File: src/rtl/fdiv_pkg.sv
package fdiv_pkg;

   // smallest modulus that keeps the short cycle at two clocks or more
   localparam int unsigned MIN_P = 3;

   typedef enum logic {
      MOD_LONG  = 1'b0,
      MOD_SHORT = 1'b1
   } mod_e;

endpackage

File: src/rtl/fdiv_cfg_stage.sv
module fdiv_cfg_stage
   import fdiv_pkg::*;
#(
   parameter int unsigned PW    = 8,
   parameter int unsigned FW    = 8,
   parameter int unsigned RST_P = 8
) (
   input  logic          clk,
   input  logic          rst,
   input  logic          load,
   input  logic [PW-1:0] ld_p,
   input  logic [FW-1:0] ld_k,
   input  logic [FW-1:0] ld_d,
   input  logic          term,
   output logic [PW-1:0] eff_p,
   output logic [FW-1:0] eff_k,
   output logic [FW-1:0] eff_d,
   output logic          apply,
   output logic [PW-1:0] act_p,
   output logic [FW-1:0] act_k,
   output logic [FW-1:0] act_d
);

   localparam logic [PW-1:0] P_RST = PW'(RST_P);
   localparam logic [PW-1:0] P_MIN = PW'(MIN_P);
   localparam logic [FW-1:0] D_RST = FW'(1);

   logic [PW-1:0] stg_p;
   logic [FW-1:0] stg_k;
   logic [FW-1:0] stg_d;
   logic          pend_q;
   logic          ld_ok;
   logic          take;

   assign ld_ok = (ld_p >= P_MIN) && (ld_d != '0) && (ld_k < ld_d);
   assign take  = load && ld_ok;

   assign eff_p = pend_q ? stg_p : act_p;
   assign eff_k = pend_q ? stg_k : act_k;
   assign eff_d = pend_q ? stg_d : act_d;
   assign apply = pend_q;

   always_ff @(posedge clk) begin
      if (rst) begin
         act_p  <= P_RST;
         act_k  <= '0;
         act_d  <= D_RST;
         stg_p  <= P_RST;
         stg_k  <= '0;
         stg_d  <= D_RST;
         pend_q <= 1'b0;
      end else begin
         if (term) begin
            act_p <= eff_p;
            act_k <= eff_k;
            act_d <= eff_d;
            if (!take) pend_q <= 1'b0;
         end
         if (take) begin
            stg_p  <= ld_p;
            stg_k  <= ld_k;
            stg_d  <= ld_d;
            pend_q <= 1'b1;
         end
      end
   end

   AST_CFG_HOLD: assert property (@(posedge clk) disable iff (rst)
      (!term && !rst) |=> $stable({act_p, act_k, act_d}));

   AST_ACT_LEGAL: assert property (@(posedge clk) disable iff (rst)
      (act_p >= P_MIN) && (act_d != '0) && (act_k < act_d));

endmodule

File: src/rtl/fdiv_phase_acc.sv
module fdiv_phase_acc
   import fdiv_pkg::*;
#(
   parameter int unsigned FW = 8
) (
   input  logic          clk,
   input  logic          rst,
   input  logic          term,
   input  logic          apply,
   input  logic [FW-1:0] k,
   input  logic [FW-1:0] d,
   input  logic [FW-1:0] act_d,
   output mod_e          next_mod,
   output mod_e          cur_mod
);

   localparam int unsigned SW = FW + 1;

   logic [FW-1:0] acc_q;
   logic [SW-1:0] base;
   logic [SW-1:0] sum;
   logic [SW-1:0] wrapped;
   logic          wrap;

   // a new setting restarts the phase from zero
   assign base    = apply ? '0 : {1'b0, acc_q};
   assign sum     = base + {1'b0, k};
   assign wrap    = (sum >= {1'b0, d});
   assign wrapped = wrap ? (sum - {1'b0, d}) : sum;
   assign next_mod = wrap ? MOD_SHORT : MOD_LONG;

   always_ff @(posedge clk) begin
      if (rst) begin
         acc_q   <= '0;
         cur_mod <= MOD_LONG;
      end else if (term) begin
         acc_q   <= wrapped[FW-1:0];
         cur_mod <= next_mod;
      end
   end

   AST_ACC_BELOW_D: assert property (@(posedge clk) disable iff (rst)
      acc_q < act_d);

   AST_APPLY_LONG: assert property (@(posedge clk) disable iff (rst)
      (term && apply) |=> (cur_mod == MOD_LONG));

endmodule

File: src/rtl/fdiv_mod_counter.sv
module fdiv_mod_counter #(
   parameter int unsigned PW         = 8,
   parameter int unsigned RST_P      = 8,
   parameter bit          DOWN_COUNT = 1'b1
) (
   input  logic          clk,
   input  logic          rst,
   input  logic [PW-1:0] next_len,
   output logic          term
);

   localparam logic [PW-1:0] LAST_RST = PW'(RST_P - 1);
   localparam logic [PW-1:0] ONE      = PW'(1);

   generate
      if (DOWN_COUNT) begin : g_down
         logic [PW-1:0] cnt_q;
         assign term = (cnt_q == '0);
         always_ff @(posedge clk) begin
            if (rst)       cnt_q <= LAST_RST;
            else if (term) cnt_q <= next_len - ONE;
            else           cnt_q <= cnt_q - ONE;
         end
      end else begin : g_up
         logic [PW-1:0] cnt_q;
         logic [PW-1:0] lim_q;
         assign term = (cnt_q == lim_q);
         always_ff @(posedge clk) begin
            if (rst) begin
               cnt_q <= '0;
               lim_q <= LAST_RST;
            end else if (term) begin
               cnt_q <= '0;
               lim_q <= next_len - ONE;
            end else begin
               cnt_q <= cnt_q + ONE;
            end
         end
      end
   endgenerate

   AST_PULSE_SINGLE: assert property (@(posedge clk) disable iff (rst)
      term |=> !term);

endmodule

File: src/rtl/fdiv_frac_divider.sv
module fdiv_frac_divider
   import fdiv_pkg::*;
#(
   parameter int unsigned PW         = 8,
   parameter int unsigned FW         = 8,
   parameter int unsigned RST_P      = 8,
   parameter bit          DOWN_COUNT = 1'b1
) (
   input  logic          clk,
   input  logic          rst,
   input  logic          cfg_load,
   input  logic [PW-1:0] cfg_p,
   input  logic [FW-1:0] cfg_k,
   input  logic [FW-1:0] cfg_d,
   output logic          fb_pulse,
   output logic          cyc_short
);

   localparam logic [PW-1:0] ONE = PW'(1);

   generate
      if (PW < 2) begin : g_bad_pw
         $error("PW must be at least 2");
      end
      if (FW < 1) begin : g_bad_fw
         $error("FW must be at least 1");
      end
      if (RST_P < MIN_P || RST_P >= (1 << PW)) begin : g_bad_rst_p
         $error("RST_P must be at least 3 and fit in PW bits");
      end
   endgenerate

   logic          term;
   logic          apply;
   logic [PW-1:0] eff_p;
   logic [FW-1:0] eff_k;
   logic [FW-1:0] eff_d;
   logic [PW-1:0] act_p;
   logic [FW-1:0] act_k;
   logic [FW-1:0] act_d;
   mod_e          next_mod;
   mod_e          cur_mod;
   logic [PW-1:0] next_len;

   fdiv_cfg_stage #(.PW(PW), .FW(FW), .RST_P(RST_P)) u_cfg (
      .clk   (clk),
      .rst   (rst),
      .load  (cfg_load),
      .ld_p  (cfg_p),
      .ld_k  (cfg_k),
      .ld_d  (cfg_d),
      .term  (term),
      .eff_p (eff_p),
      .eff_k (eff_k),
      .eff_d (eff_d),
      .apply (apply),
      .act_p (act_p),
      .act_k (act_k),
      .act_d (act_d)
   );

   fdiv_phase_acc #(.FW(FW)) u_acc (
      .clk      (clk),
      .rst      (rst),
      .term     (term),
      .apply    (apply),
      .k        (eff_k),
      .d        (eff_d),
      .act_d    (act_d),
      .next_mod (next_mod),
      .cur_mod  (cur_mod)
   );

   assign next_len = (next_mod == MOD_SHORT) ? (eff_p - ONE) : eff_p;

   fdiv_mod_counter #(.PW(PW), .RST_P(RST_P), .DOWN_COUNT(DOWN_COUNT)) u_cnt (
      .clk      (clk),
      .rst      (rst),
      .next_len (next_len),
      .term     (term)
   );

   assign fb_pulse  = term && !rst;
   assign cyc_short = (cur_mod == MOD_SHORT);

   // independent run-length monitor for the cycle-length property
   logic [PW-1:0] run_len;
   always_ff @(posedge clk) begin
      if (rst || term) run_len <= ONE;
      else             run_len <= run_len + ONE;
   end

   AST_LEN_LEGAL: assert property (@(posedge clk) disable iff (rst)
      term |-> (run_len == (cyc_short ? (act_p - ONE) : act_p)));

   AST_K0_NO_SHORT: assert property (@(posedge clk) disable iff (rst)
      (act_k == '0) |-> !cyc_short);

   AST_HALF_ALT: assert property (@(posedge clk) disable iff (rst)
      (term && !apply && ({act_k, 1'b0} == {1'b0, act_d}))
         |=> (cyc_short != $past(cyc_short)));

endmodule

File: config.mk
export PLATFORM = sky130hd
export DESIGN_NAME = fdiv_frac_divider
export DESIGN_NICKNAME = d
export VERILOG_FILES = /design/src/rtl/fdiv_pkg.sv /design/src/rtl/fdiv_cfg_stage.sv /design/src/rtl/fdiv_phase_acc.sv /design/src/rtl/fdiv_mod_counter.sv /design/src/rtl/fdiv_frac_divider.sv
export SDC_FILE = /design/constraint.sdc
export NUM_CORES = 1
export LEC_CHECK = 0
export ABC_CLOCK_PERIOD_IN_PS = 5600
export BUFFER_PORTS_ARGS = -buffer_cell sky130_fd_sc_hd__buf_2
export CAP_MARGIN = 20
export CELL_PAD_IN_SITES_DETAIL_PLACEMENT = 0
export CELL_PAD_IN_SITES_GLOBAL_PLACEMENT = 2
export CORE_ASPECT_RATIO = 0.5
export CORE_MARGIN = 2
export CORE_UTILIZATION = 35
export DETAILED_ROUTE_END_ITERATION = 8
export PLACE_DENSITY = 0.88
export SYNTH_ARGS = -nofsm -noshare
export SYNTH_HDL_FRONTEND = slang
export SYNTH_HIERARCHICAL = 1
export SYNTH_SLANG_ARGS = --single-unit
File: constraint.sdc
create_clock -name clk -period 5.6 [get_ports clk]
set_input_delay 0.28 -clock clk [delete_from_list [all_inputs] [get_ports clk]]
set_output_delay 0.28 -clock clk [all_outputs]
set_load 0.03 [all_outputs]
==> results.json <==
{
  "antenna_cells": 0,
  "outcome": "completed",
  "ys_ff_latch": 66,
  "dominantRegCellSynth": "dfxtp_1",
  "dpl.hpwl_um": 6840,
  "crit_type": "register to register",
  "via_count": 3346,
  "crit_required_ns": 5.80,
  "syn_nets": 525,
  "synth_top_area_cell": "dfxtp_1",
  "drc": 0,
  "vdd_drop_max_v": 0.000140,
  "leakagePower_nw": 1.97,
  "max_cap_violations": 0,
  "ctsHoldBuffers": 0,
  "grt_usage": 0.149,
  "synth_edf_count": 0,
  "cp-end-kind": "register",
  "antenna_found_initial": 0,
  "slew_viol_final": 0,
  "clock_skew_ns": 0.00516,
  "hp-class": "primary input to register",
  "synth_cells": 471,
  "chipHeight_um": 83.2,
  "powerDensity_nw_per_um2": 252,
  "hold_viol_final": 0,
  "clk_pin_slew_worst_paths_ns": 0.05,
  "grt_max_degree": 81,
  "h-tree-depth": 3,
  "cts_setup_buffers": 0,
  "grt_pass1_vias": 3211,
  "ant_nets": 0,
  "fin_crit_ns": 5.21,
  "setup-violations-final": 0,
  "ios": 29,
  "yosysWarnings": 6,
  "area_growth_pct": 12.7,
  "p_total_w": 0.00125,
  "grt_pass1_wl_um": 16200,
  "syn_avg_cell_area_um2": 9.32,
  "avgViaCountPerCell": 5.05,
  "yosysMostFrequentCell": "dfxtp_1",
  "root_buffer": "clkbuf_16",
  "synth_top_area_share": 0.301,
  "core_area_um2": 12000,
  "synth-async-reset-ratio": 0,
  "synthTopCellsByArea": "dfxtp_1, mux2i_1, ha_1, mux2_2, nand2b_1",
  "drt_iter0_drc": 237,
  "overflow": 0,
  "max_freq_ghz": 0.192,
  "ys_types": 71,
  "die_w_um": 162,
  "maxSlewHeadroom": 0.551,
  "worst_pin_slew_ns": 0.673,
  "fin_crit_sh": 0.930,
  "rsz0062_at_grt": "false",
  "numCtsBuffers": 9,
  "crit_fanout": 22,
  "routed_wl_um": 9450,
  "rows": 28,
  "die-area_um2": 13500,
  "wl_per_cell_um": 14.3,
  "drive_above_1_share": 0.185,
  "worstPathArrival_ns": 5.41,
  "synthTopCellsByCount": "dfxtp_1, nor2_1, mux2i_1",
  "clk_latency_ns": 0.33,
  "nNetsFinal": 548,
  "io_buffers": 28,
  "worst_setup_path_start_kind": "register",
  "yosysSeqAreaShare": 0.301,
  "synth_area_um2": 4390,
  "clock-sinks": 66,
  "clockBufferDepth": 2,
  "initial_core_util": 0.365,
  "fin_setup_tns_ns": 0,
  "tritoncts": "yes",
  "dr.pass1.iters": 4,
  "globalplace.congestion": 0.837
}
-- repair_timing --
| action | CTS | global route |
|---|---|---|
| resized for setup | 0 | 1 |
| setup endpoints to repair | 0 | 1 |
| hold endpoints to repair | 0 | 0 |
-- path summary, 6_finish.rpt --
| path | start | to | slack [ns] | cells past startpoint |
|---|---|---|---|---|
| worst min register to register | u_cfg/stg_d[5]$_SDFFE_PP0P_ | u_cfg/stg_d[5]$_SDFFE_PP0P_ | 0.47 | 2 |
| worst max register to register | u_cfg/apply$_SDFFE_PP0P_ | u_cnt/g_down.cnt_q[4]$_SDFF_PP0_ | 0.39 | 18 |
| worst max-delay path | u_cfg/apply$_SDFFE_PP0P_ | u_cnt/g_down.cnt_q[4]$_SDFF_PP0_ | 0.39 | 18 |
| worst min-delay path | cfg_p[4] | u_cfg/stg_p[4]$_SDFFE_PP0P_ | 0.23 | 3 |
-- worst max-delay path, stage by stage, from the launching register on --
cell       delay (ns)
dfxtp_1          0.37
buf_4            0.30
mux2_2           0.39
ha_1             0.37
o21ai_1          0.14
or4b_1           0.48
o2111ai_1        0.18
ha_1             0.35
a21o_1           0.20
a31o_2           0.23
o21a_2           0.27
nor2_8           0.12
inv_2            0.09
xor2_1           0.18
a21oi_1          0.19
ha_1             0.21
or3b_2           0.53
o311ai_0         0.36
a31oi_1          0.13
-- power breakdown --
group | leakage, nW | internal (W) | switching [W]
Sequential | 0.536 | 0.000486 | 0.0000110
Combinational | 1.30 | 0.000100 | 0.000132
Clock | 0.132 | 0.000321 | 0.000197
-- cells in the final DEF (no fill, tap or decap), types with 14 or more instances in the layout --
cell type	synthesis	routed
nor2_1	48	48
dfxtp_1	66	66
ha_1	25	25
nand2b_1	32	32
a21oi_1	14	14
inv_1	21	21
mux2_2	24	24
buf_2	2	28
or2b_1	17	17
mux2i_1	47	47
-- metal layers --
metal	GRT usage	wire (um)	up-vias
li1	-	-	1741
met1	0.205	4760	1551
met2	0.232	4290	49
met3	0.0375	342	5
met4	0.0410	51	0
met5	0	0	-
-- layout make-up --
cell class,instances,area [um^2]
clock buffer,13,260
tap,165,206
multi-input combinational,361,2880
clock inverter,2,12.5
inverter,22,82.6
fill,1195,7070
sequential,66,1320
timing repair buffer,34,185
-- registers in the layout, indices dropped and copies added, names as in the netlist --
signal	flops
u_acc/acc_q	8
u_cfg/act_d	8
u_cfg/act_k	8
u_cfg/act_p	8
u_cfg/stg_d	8
u_cfg/stg_k	8
u_cfg/stg_p	8
u_cnt/g_down.cnt_q	8
u_acc/cur_mod	1
u_cfg/apply	1
-- metrics by stage --
stage	instance area, um^2	hold WS [ns]	utilization	setup WS, ns	std cells
2_1_floorplan	4390	0.435	-	0.327	471
3_3_place_gp	4670	0.463	0.389	0.453	648
3_5_place_dp	4670	0.465	0.389	0.435	648
4_1_cts	4940	0.219	0.411	0.411	663
5_1_grt	4950	0.227	0.412	0.0495	663
6_report	4950	0.232	0.412	0.392	663
-- cells by family after synthesis --
logic type	count (synthesis)	share of synthesized area
XOR/XNOR	18	0.0359
buffers and inverters	44	0.0442
flip-flops	66	0.301
multiplexers	72	0.172
AO/OA/AOI/OAI	83	0.147
adder cells (fa/ha/maj)	27	0.0804
AND/OR/NAND/NOR	161	0.219
(Power assumes the default switching activity.)
